--- src/rtl/alu_pkg.sv ---
package alu_pkg;
  localparam int CODE_W  = 4;
  localparam int CLASS_W = 2;
  localparam int F3_W    = 3;
  localparam int F7_W    = 7;

  typedef enum logic [CODE_W-1:0] {
    ALU_AND = 4'b0000,
    ALU_OR  = 4'b0001,
    ALU_ADD = 4'b0010,
    ALU_SUB = 4'b0110
  } alu_op_e;

  typedef enum logic [CLASS_W-1:0] {
    CLS_MEM    = 2'b00,
    CLS_BRANCH = 2'b01,
    CLS_REG    = 2'b10,
    CLS_SPARE  = 2'b11
  } op_class_e;

  localparam logic [F7_W-1:0] F7_BASE = 7'b0000000;
  localparam logic [F7_W-1:0] F7_ALT  = 7'b0100000;
  localparam logic [F3_W-1:0] F3_SUM  = 3'b000;
  localparam logic [F3_W-1:0] F3_CONJ = 3'b111;
  localparam logic [F3_W-1:0] F3_DISJ = 3'b110;
endpackage

--- src/rtl/alu_ctrl_dec.sv ---
module alu_ctrl_dec
  import alu_pkg::*;
(
  input  logic [CLASS_W-1:0] cls_i,
  input  logic [F3_W-1:0]    f3_i,
  input  logic [F7_W-1:0]    f7_i,
  output alu_op_e            op_o
);
  logic    f7_is_base, f7_is_alt;
  logic    hit_add, hit_sub, hit_and, hit_or, reg_miss;
  alu_op_e reg_op;

  assign f7_is_base = (f7_i == F7_BASE);
  assign f7_is_alt  = (f7_i == F7_ALT);
  assign hit_add    = f7_is_base && (f3_i == F3_SUM);
  assign hit_sub    = f7_is_alt  && (f3_i == F3_SUM);
  assign hit_and    = f7_is_base && (f3_i == F3_CONJ);
  assign hit_or     = f7_is_base && (f3_i == F3_DISJ);
  assign reg_miss   = !(hit_add || hit_sub || hit_and || hit_or);

  always_comb begin
    reg_op = ALU_ADD;
    if (hit_sub)      reg_op = ALU_SUB;
    else if (hit_and) reg_op = ALU_AND;
    else if (hit_or)  reg_op = ALU_OR;
  end

  always_comb begin
    unique case (cls_i)
      CLS_MEM:    op_o = ALU_ADD;
      CLS_BRANCH: op_o = ALU_SUB;
      CLS_REG:    op_o = reg_op;
      default:    op_o = ALU_ADD;
    endcase
  end

  always_comb begin
    if (cls_i == CLS_MEM)
      p_mem_add_r2: assert (op_o == ALU_ADD);
    if (cls_i == CLS_BRANCH)
      p_branch_sub_r3: assert (op_o == ALU_SUB);
    if (cls_i == CLS_REG && hit_sub)
      p_reg_sub_r4: assert (op_o == ALU_SUB);
    if (cls_i == CLS_REG && (hit_and || hit_or))
      p_reg_logic_r5: assert (op_o == ALU_AND || op_o == ALU_OR);
    if (cls_i == CLS_SPARE || (cls_i == CLS_REG && reg_miss))
      p_fallback_add_r6: assert (op_o == ALU_ADD);
  end
endmodule

--- src/rtl/alu_core.sv ---
module alu_core
  import alu_pkg::*;
#(
  parameter int DATA_W = 32
)(
  input  alu_op_e           op_i,
  input  logic [DATA_W-1:0] a_i,
  input  logic [DATA_W-1:0] b_i,
  output logic [DATA_W-1:0] y_o
);
  function automatic logic [DATA_W-1:0] wrap_add(input logic [DATA_W-1:0] x,
                                                 input logic [DATA_W-1:0] y);
    return x + y;
  endfunction

  function automatic logic [DATA_W-1:0] wrap_sub(input logic [DATA_W-1:0] x,
                                                 input logic [DATA_W-1:0] y);
    return x + (~y) + 1'b1;
  endfunction

  logic [DATA_W-1:0] sum_w, diff_w, conj_w, disj_w;
  assign sum_w  = wrap_add(a_i, b_i);
  assign diff_w = wrap_sub(a_i, b_i);
  assign conj_w = a_i & b_i;
  assign disj_w = a_i | b_i;

  always_comb begin
    case (op_i)
      ALU_AND: y_o = conj_w;
      ALU_OR:  y_o = disj_w;
      ALU_SUB: y_o = diff_w;
      default: y_o = sum_w;
    endcase
  end

  always_comb begin
    if (op_i == ALU_ADD)
      p_add_wrap_r8: assert (DATA_W'(y_o - b_i) == a_i);
    if (op_i == ALU_SUB)
      p_sub_wrap_r8: assert (DATA_W'(y_o + b_i) == a_i);
    if (op_i == ALU_AND)
      p_and_bits_r1: assert (((y_o & ~a_i) | (y_o & ~b_i)) == '0);
    if (op_i == ALU_OR)
      p_or_bits_r1: assert (((y_o & a_i) == a_i) && ((y_o & b_i) == b_i));
  end
endmodule

--- src/rtl/alu_zero_det.sv ---
module alu_zero_det #(
  parameter int DATA_W  = 32,
  parameter int GROUP_W = 8
)(
  input  logic [DATA_W-1:0] y_i,
  output logic              zero_o
);
  localparam int N_GRP = (DATA_W + GROUP_W - 1) / GROUP_W;
  localparam int PAD_W = N_GRP * GROUP_W;

  logic [PAD_W-1:0] padded;
  logic [N_GRP-1:0] grp_any;
  assign padded = PAD_W'(y_i);

  for (genvar g = 0; g < N_GRP; g++) begin : g_grp
    assign grp_any[g] = |padded[g*GROUP_W +: GROUP_W];
  end

  assign zero_o = ~|grp_any;
endmodule

--- src/rtl/alu_two_level.sv ---
module alu_two_level
  import alu_pkg::*;
#(
  parameter int DATA_W = 32
)(
  input  logic [1:0]        op_class,
  input  logic [2:0]        funct3,
  input  logic [6:0]        funct7,
  input  logic [DATA_W-1:0] opnd_a,
  input  logic [DATA_W-1:0] opnd_b,
  output logic [3:0]        alu_code,
  output logic [DATA_W-1:0] result,
  output logic              zero
);
  alu_op_e           dec_op;
  logic [DATA_W-1:0] core_y;
  logic              zero_w;

  alu_ctrl_dec u_dec (
    .cls_i (op_class),
    .f3_i  (funct3),
    .f7_i  (funct7),
    .op_o  (dec_op)
  );

  alu_core #(.DATA_W(DATA_W)) u_core (
    .op_i (dec_op),
    .a_i  (opnd_a),
    .b_i  (opnd_b),
    .y_o  (core_y)
  );

  alu_zero_det #(.DATA_W(DATA_W), .GROUP_W(8)) u_zd (
    .y_i    (core_y),
    .zero_o (zero_w)
  );

  assign alu_code = dec_op;
  assign result   = core_y;
  assign zero     = zero_w;

  always_comb begin
    if (zero_w)
      p_zero_hi_r7: assert (core_y == '0);
    else
      p_zero_lo_r7: assert (core_y != '0);
  end
endmodule

--- config.mk ---
export PLATFORM = sky130hd
export DESIGN_NAME = alu_two_level
export DESIGN_NICKNAME = d
export VERILOG_FILES = /design/src/rtl/alu_pkg.sv /design/src/rtl/alu_ctrl_dec.sv /design/src/rtl/alu_core.sv /design/src/rtl/alu_zero_det.sv /design/src/rtl/alu_two_level.sv
export SDC_FILE = /design/constraint.sdc
export NUM_CORES = 1
export LEC_CHECK = 0
export BUFFER_PORTS_ARGS = -buffer_cell sky130_fd_sc_hd__buf_2
export CORE_AREA = 2 2 106 108
export DETAILED_ROUTE_END_ITERATION = 7
export DIE_AREA = 0 0 108 110
export PLACE_DENSITY = 0.78
export SYNTH_ARGS = -nofsm -noshare
export SYNTH_HDL_FRONTEND = slang
export SYNTH_SLANG_ARGS = --single-unit
--- constraint.sdc ---
create_clock -name vclk -period 4.1
set_input_delay 0.205 -clock vclk [all_inputs]
set_output_delay 0.205 -clock vclk [all_outputs]
set_load 0.01 [all_outputs]
* After elaboration in Yosys (flattened, before gate mapping) *
Cells that the tools add are included.

word-level totals
  logic and storage cells = 26
  input port bits = 76
  register bits after elaboration = 0
  output and inout port bits = 37

operators by class
  add/sub/neg operators = 3
  mux-type cells = 5
  reduce and logical (&&, ||, !) cells = 8
  bitwise operators = 3
  eq/ne operators = 7

operators by type and width
  cell                                                                    number
  32-bit one-hot mux with 3 select lines                                  1
  32-bit adder                                                            2
  32-bit by 1-bit adder with 32-bit output (second input constant)        1
  32-bit AND                                                              1
  32-bit inverter                                                         1
  32-bit bitwise OR                                                       1
  32-bit OR reduction                                                     1
  4-bit 2-to-1 mux                                                        2
  4-bit one-hot mux with 2 select lines                                   1
  7-bit by 6-bit equality test with 1-bit output (second input constant)  1
  7-bit logical NOT                                                       1
  3-bit equality test (second input constant)                             2
  4-bit by 1-bit equality test with 1-bit output (second input constant)  1
  4-bit by 3-bit equality test with 1-bit output (second input constant)  1
  4-bit logical NOT                                                       1
  1-bit logical AND                                                       3
  3-bit logical NOT                                                       1
  2-bit by 1-bit equality test with 1-bit output (second input constant)  1
  2-bit equality test (second input constant)                             1
  2-bit 2-to-1 mux                                                        1
  1-bit logical NOT                                                       1

* Depth between registers and ports, before layout *
Gate-level depths: netlist (run 1).

  depth after elaboration = 10
  mapped depth = 15
  mapped depth without buffers = 14

* Cells and area by module *
From an unflattened synthesis (run 1), not the netlist that was laid out.

second synthesis, totals
  cells, all modules = 775
  area total of the unflattened synthesis = 5,004.8 µm²

by module, submodules not included
  module        sequential area each (µm²)  cells each  area each (µm²)  times used
  alu_core      0.0                         746         4,805.9          1
  alu_ctrl_dec  0.0                         18          126.4            1
  alu_zero_det  0.0                         11          72.6             1

* Least setup slack after synthesis (run 1) *
OpenSTA, ideal clock, no wires.

  kind = input to output
  start point = input port opnd_b[1]
  end point = output port zero
  cell stages on the path = 13
  data arrival time = 3.963 ns
  data required time = 3.895 ns
  buffers on the path = 0
  slack = -0.068 ns
  path through = inv_1 > ha_1 > o21ba_1 > a2111o_1 > a211oi_2 > nand3_1 > a211o_1 > a21oi_1 > or2_2 > a41oi_1 > or4b_1 > or4b_1 > nor4_2

between the ends
  cells in the longest elaborated chain, start to end = 6
  elaborated cells between the ends (all ways) = 9
  those cells by class = add/sub (3); mux (1); bitwise (3); reduce/logical (2)

ends and longest elaborated chain
  what                                      RTL line             text
  start, declared                           alu_two_level.sv:10  input logic [DATA_W-1:0] opnd_b,
  32-bit inverter                           alu_core.sv:18       return x + (~y) + 1'b1;
  32-bit adder                              alu_core.sv:18
  32-bit by 1-bit adder with 32-bit output  alu_core.sv:18
  32-bit one-hot mux with 3 select lines *  alu_core.sv:28       case (op_i)
  net result[23]                            alu_two_level.sv:12  output logic [DATA_W-1:0] result,
  32-bit OR reduction *                     alu_zero_det.sv:19   assign zero_o = ~|grp_any;
  1-bit logical NOT *                       alu_zero_det.sv:19
  end, declared                             alu_two_level.sv:13  output logic zero

The timed path passes the listed nets; every way through them passes the cells marked *.

* Final worst setup path (run 1) *
  start point = input port op_class[0]
  end point = output port zero

between the ends
  cells in the longest elaborated chain, start to end = 6
  elaborated cells between the ends (all ways) = 9
  those cells by class = eq/ne (4); mux (2); reduce/logical (3)

ends and longest elaborated chain
  what                                                                                   RTL line            text
  start, declared                                                                        alu_two_level.sv:6  input logic [1:0] op_class,
  2-bit equality test or 2-bit by 1-bit equality test with 1-bit output (tied branches)  --
  4-bit one-hot mux with 2 select lines *                                                alu_ctrl_dec.sv:29  unique case (cls_i)
  4-bit by 3-bit equality test with 1-bit output (tied with other cells)                 --
  32-bit one-hot mux with 3 select lines *                                               alu_core.sv:28
  32-bit OR reduction *                                                                  alu_zero_det.sv:19
  1-bit logical NOT *                                                                    alu_zero_det.sv:19

Mark *: on every way between the ends. The rest lies on a longest branch, timed or not.

==> flow_metrics.tcl, run 1 <==
set metrics [dict create \
    status "finished with violations" \
    violations "setup timing" \
    dieArea_um2 11880 \
    grt_pass1_wl_um 29770 \
    grt_antenna_before_repair 0 \
    timing.setup.tns_ns -0.2139 \
    finalPower_mw 1.176 \
    start_kind "primary input" \
    syn_avg_cell_area_um2 6.503 \
    setup_ws_ns -0.2139 \
    final_max_slew_viol_count 0 \
    remaining_drc_errors 0 \
    worstPathArrival_ns 4.11 \
    nets 1200 \
    start_util_pct 49.36 \
    drt_first_pass_iters 6 \
    vias 7223 \
    synth.top_cell.area_share_pct 22.99 \
    routedWlPerCell_um 16.19 \
    irDropWorstVdd_mv 0.09911 \
    dp_hpwl_um 15400 \
    grt_usage_pct 29.91 \
    ant_nets 0 \
    timing.hold.ws_ns 0.9574 \
    tightest_slew_ns 0.6594 \
    io_buffers 112 \
    crit_type "primary input to output port" \
    syn_inst 812 \
    grt_pass1_vias 6519 \
    viasPerCell 6.211 \
    die_x_um 108 \
    cts_hold_buf 0 \
    synth_area_um2 5280 \
    max_freq_mhz 231.8 \
    synthTopCellsByCount "108 x inv_1, 97 x ha_1, 72 x nand2_1" \
    p_comb_share_pct 100.0 \
    switching_share_pct 55.86 \
    seqPwrFrac_pct 0 \
    drt_iter0_markers 850 \
    yosys.area.top_type "ha_1" \
    crit_fanout 14 \
    die_height_um 110 \
    hold_violations 0 \
    drive_gt1_share_pct 28.35 \
    p_per_area_nw_per_um2 166.6 \
    num_antenna_cells 0 \
    flops_and_latches 0 \
    yosys_warnings 0 \
    overflow 0 \
    setup_viol 1 \
    area_growth_pct 33.65 \
    fp-row-count 38 \
    ios 113 \
    seqCellArea_um2 0 \
    hold_class "primary input to output port" \
    p_leak_nw 3.601 \
    core_um2 10700 \
    yosysSeqAreaShare_pct 0 \
    rsz0062_at_grt "true" \
    worstSetupEndpointType "output port" \
    slew_headroom_pct 54.91 \
    grt_max_degree 27 \
    synth_area_leaders "ha_1 23%, inv_1 7.7%, a21oi_1 6.3%, nand2_1 5.1%, nor2_1 5.0%" \
    synth_fp_nets 987 \
    clockPowerShare_pct 0 \
    crit_required_ns 3.89 \
    max-cap-violations 0 \
    ys_types 78 \
    p_switching_uw 656.7 \
    place_ws_ns -0.3329 \
    internal_power_uw 518.9 \
    finalCriticalPeriod_ns 4.314 \
    post-route-period-util_pct 105.2 \
    globalplace.congestion 0.9860 \
    whs_path_depth 4 \
    synth_most_common_cell "inv_1" \
    totalWireLength_um 18830 \
    n_clock_buffer 0 \
]
==> area by class of cell <==
type	instances	area (um2)
Fill cell	958	3641
Inverter	109	409.1
Multi-Input combinational cell	658	4816
Tap cell	140	175.2
Timing Repair Buffer	256	1657
==> layer usage <==
| layer | GRT usage (%) | vias up | share of wire, % |
|---|---|---|---|
| li1 | - | 3399 | - |
| met3 | 3.704 | 67 | 12 |
| met5 | 0 | - | 0 |
| met2 | 51.21 | 524 | 45 |
| met4 | 7.784 | 0 | 2.6 |
| met1 | 39.78 | 3233 | 41 |
==> cell usage in the layout (no fill, tap or decap), types with 5 or more instances in the layout <==
cell and n:
buf_4 141, buf_2 112, inv_1 108, ha_1 97
nand2_1 71, nor2_1 69, a21oi_1 64, o21ai_0 42
o211ai_1 35, nand3_1 18, a211oi_1 16, nor3_1 15
a21o_1 14, o21bai_1 12, or3_1 11, a221oi_1 11
nand2b_1 8, nor2b_1 8, nand4_1 8, o31ai_1 7
o311ai_0 7, o22ai_1 7, a31oi_1 6, mux2i_1 6
o41ai_1 5, a32oi_1 5
==> power groups by stage <==
| stage | clock [mW] | combinational [mW] | sequential [mW] |
|---|---|---|---|
| after floorplan | 0 | 0.616 | 0 |
| after global placement | 0 | 1.09 | 0 |
| after detailed placement | 0 | 1.11 | 0 |
| after CTS | 0 | 1.12 | 0 |
| after global routing | 0 | 1.26 | 0 |
| final | 0 | 1.18 | 0 |
==> repair_timing <==
| action | 4_1_cts | 5_1_grt |
|---|---|---|
| buffers inserted | 1 | 3 |
| resized for setup | 4 | 20 |
| pin swaps | 2 | 8 |
| setup endpoints to repair | 1 | 2 |
==> worst paths after layout <==
path,slack (ns),start,to
min,0.96,funct3[2],alu_code[2]
max,-0.21,op_class[0],zero
==> stage by stage <==
step	cells	utilization, %	instance area (um2)
after global placement	1159	64.74	6925
final	1163	65.96	7057
after detailed placement	1159	64.74	6925
after CTS	1160	64.96	6949
after global routing	1163	65.96	7057
after floorplan	812	-	5306
==> critical path: stages <==
cell	delay, ns
buf_2	0.10
inv_1	0.05
ha_1	0.15
or4b_4	0.50
buf_4	0.16
nor4_4	0.36
buf_4	0.30
nand2_1	0.08
o211ai_1	0.11
o21ai_0	0.13
a21o_1	0.19
or4_4	0.55
nor4_4	0.15
buf_4	0.15
nand4b_1	0.10
or4b_4	0.54
nor4_4	0.13
buf_2	0.16
==> cell families after synthesis <==
group / Yosys count / share of synthesized area (%)
other: 1 / 0.07102
AOI/OAI and AO/OA: 301 / 40.36
muxes: 7 / 1.351
and+or+nand+nor: 247 / 22.89
buffers and inverters: 154 / 11.09
adders and majority gates: 99 / 23.74
xor gates and xnor gates: 3 / 0.4977
Power figures use the tool's default switching activity.
==> run 2, diff against run 1 <==
--- a/config.mk
+++ b/config.mk
@@ -6,10 +6,11 @@
 export NUM_CORES = 1
 export LEC_CHECK = 0
 export BUFFER_PORTS_ARGS = -buffer_cell sky130_fd_sc_hd__buf_2
-export CORE_AREA = 2 2 106 108
+export CORE_AREA = 2 2 104 106
 export DETAILED_ROUTE_END_ITERATION = 7
-export DIE_AREA = 0 0 108 110
+export DIE_AREA = 0 0 106 108
 export PLACE_DENSITY = 0.78
 export SYNTH_ARGS = -nofsm -noshare
 export SYNTH_HDL_FRONTEND = slang
+export SYNTH_HIERARCHICAL = 1
 export SYNTH_SLANG_ARGS = --single-unit
==> run 2 against run 1 <==
Compared with the run above:
- the run now ends clean
- critical path depth decreased by 2
- critical path type unchanged
- core utilization decreased by 6.5 points
- hold slack got worse by 0.011 ns
- clock-buffer cell count unchanged
- largest power group unchanged
==> flow_metrics.tcl, run 2 <==
set metrics [dict create \
    routedWlPerCell_um 16.64 \
    start_util_pct 48.92 \
    p_per_area_nw_per_um2 153.4 \
    totalWireLength_um 17050 \
    status "completed" \
    whs_path_depth 4 \
    yosys.area.top_type "ha_1" \
    setup_viol 0 \
    drt_iter0_markers 544 \
    crit_fanout 7 \
    ant_nets 0 \
    worstSetupEndpointType "output port" \
    irDropWorstVdd_mv 0.09314 \
    synth_area_um2 5005 \
    remaining_drc_errors 0 \
    place_ws_ns 0.001114 \
    grt_pass1_vias 5715 \
    globalplace.congestion 0.9430 \
    drive_gt1_share_pct 22.05 \
    hold_class "primary input to output port" \
    drt_first_pass_iters 7 \
    dieArea_um2 11450 \
    synth_fp_nets 950 \
    start_kind "primary input" \
    overflow 0 \
    max_freq_mhz 250.9 \
    grt_max_degree 38 \
    finalPower_uw 933.2 \
    fp-row-count 37 \
    num_antenna_cells 0 \
    cts_hold_buf 0 \
    n_clock_buffer 0 \
    n_fill_cell 1036 \
    post-route-period-util_pct 97.23 \
    synth_area_leaders "ha_1 24%, inv_1 7.9%, a21oi_1 7.6%, o21ai_0 6.0%, nand2_1 4.8%" \
    final_cell_mix "110 x buf_2, 101 x inv_1, 92 x ha_1" \
    grt_pass1_wl_um 27500 \
    crit_type "primary input to output port" \
    p_leak_nw 2.939 \
    yosys_warnings 6 \
    tightest_slew_ns 0.6660 \
    hold_violations 0 \
    slew_headroom_pct 55.49 \
    grt_usage_pct 28.48 \
    syn_inst 775 \
    ys_types 73 \
    worstPathArrival_ns 3.78 \
    yosysSeqAreaShare_pct 0 \
    setup_ws_ns 0.1138 \
    dp_hpwl_um 13500 \
    final_max_slew_viol_count 0 \
    die_height_um 108 \
    seqCellArea_um2 0 \
    synth_most_common_cell "inv_1" \
    vias 6370 \
    grt_antenna_before_repair 0 \
    nets 1066 \
    finalCriticalPeriod_ns 3.986 \
    rsz0062_at_grt "true" \
    io_buffers 112 \
    viasPerCell 6.215 \
    syn_avg_cell_area_um2 6.458 \
    core_um2 10230 \
    synthTopCellsByCount "105 x inv_1, 97 x ha_1, 76 x a21oi_1" \
    max-cap-violations 0 \
    area_growth_pct 21.52 \
    crit_required_ns 3.89 \
    die_x_um 106 \
    synth.top_cell.area_share_pct 24.25 \
    layout_commonest_cell "buf_2" \
    ios 113 \
    timing.setup.tns_ns 0 \
    flops_and_latches 0 \
]
[run 2: cell types whose count changed in the layout (fill, tap and decap cells not counted), sizes merged, moves of 6 or more]
cell / change
o22ai: +11
or3: -6
nor4: +11
o221ai: +9
o211ai: -22
nand2: -8
o311ai: -7
nor2: -11
a21oi: +11
buf: -98
nand3: -8
o21ai: +17
[run 2: metrics by stage]
step | area, um2 | util (%) | hold WS [ns] | instances
after floorplan | 5005 | - | 0.4713 | 775
after global placement | 5926 | 57.92 | 0.9323 | 1022
after detailed placement | 5926 | 57.92 | 0.9372 | 1022
after CTS | 5932 | 57.98 | 0.9411 | 1022
after global routing | 6082 | 59.45 | 0.9979 | 1025
final | 6082 | 59.45 | 0.9466 | 1025
[run 2: area by class of cell]
| class | count | area, um2 | area share (%) |
|---|---|---|---|
| inverter | 105 | 399.1 | 6.562 |
| multi-input combinational | 626 | 4578 | 75.27 |
| tap | 136 | 170.2 | 2.798 |
| timing repair buffer | 158 | 934.6 | 15.37 |
[run 2: kinds of logic (layout without fill, tap and decap cells)]
kind of cell	after synthesis	count (layout)	share of synthesized area, %
AOI/OAI and AO/OA	297	297	39.83
xor gates and xnor gates	2	2	0.3501
buffers and inverters	149	263	11.25
other	1	1	0.07493
muxes	10	10	2.050
adders and majority gates	99	99	25.05
and+or+nand+nor	217	217	21.40
[run 2: critical path, stage by stage]
cell	delay (ns)
buf_2	0.10
inv_1	0.04
ha_1	0.32
buf_4	0.17
a211oi_1	0.35
o211ai_1	0.21
and3_1	0.27
a2111o_1	0.49
a31o_2	0.28
a21oi_1	0.21
mux2i_1	0.21
o211ai_1	0.15
nor4_2	0.28
nand4_1	0.20
nor2_1	0.13
buf_2	0.14
[run 2: per-layer routing]
metal	share of wire, %	track usage, %
met1	43	39.57
met2	45	47.56
met3	8.7	2.411
met4	3.0	7.331
met5	0	0
[run 2: what timing repair did]
item | in CTS | in global routing
buffers inserted | 0 | 3
pin swaps | 0 | 9
gates resized for setup | 1 | 28
endpoints found under the setup margin | 1 | 1
[run 2: path summary, 6_finish.rpt]
path	startpoint	to	slack (ns)
max	opnd_a[9]	zero	0.11
min	funct3[2]	alu_code[1]	0.95
[run 2: power by group]
part	leakage, nW	switching (mW)	internal, mW
Clock	0	0	0
Combinational	2.94	0.557	0.376
Sequential	0	0	0
Total	2.94	0.557	0.376
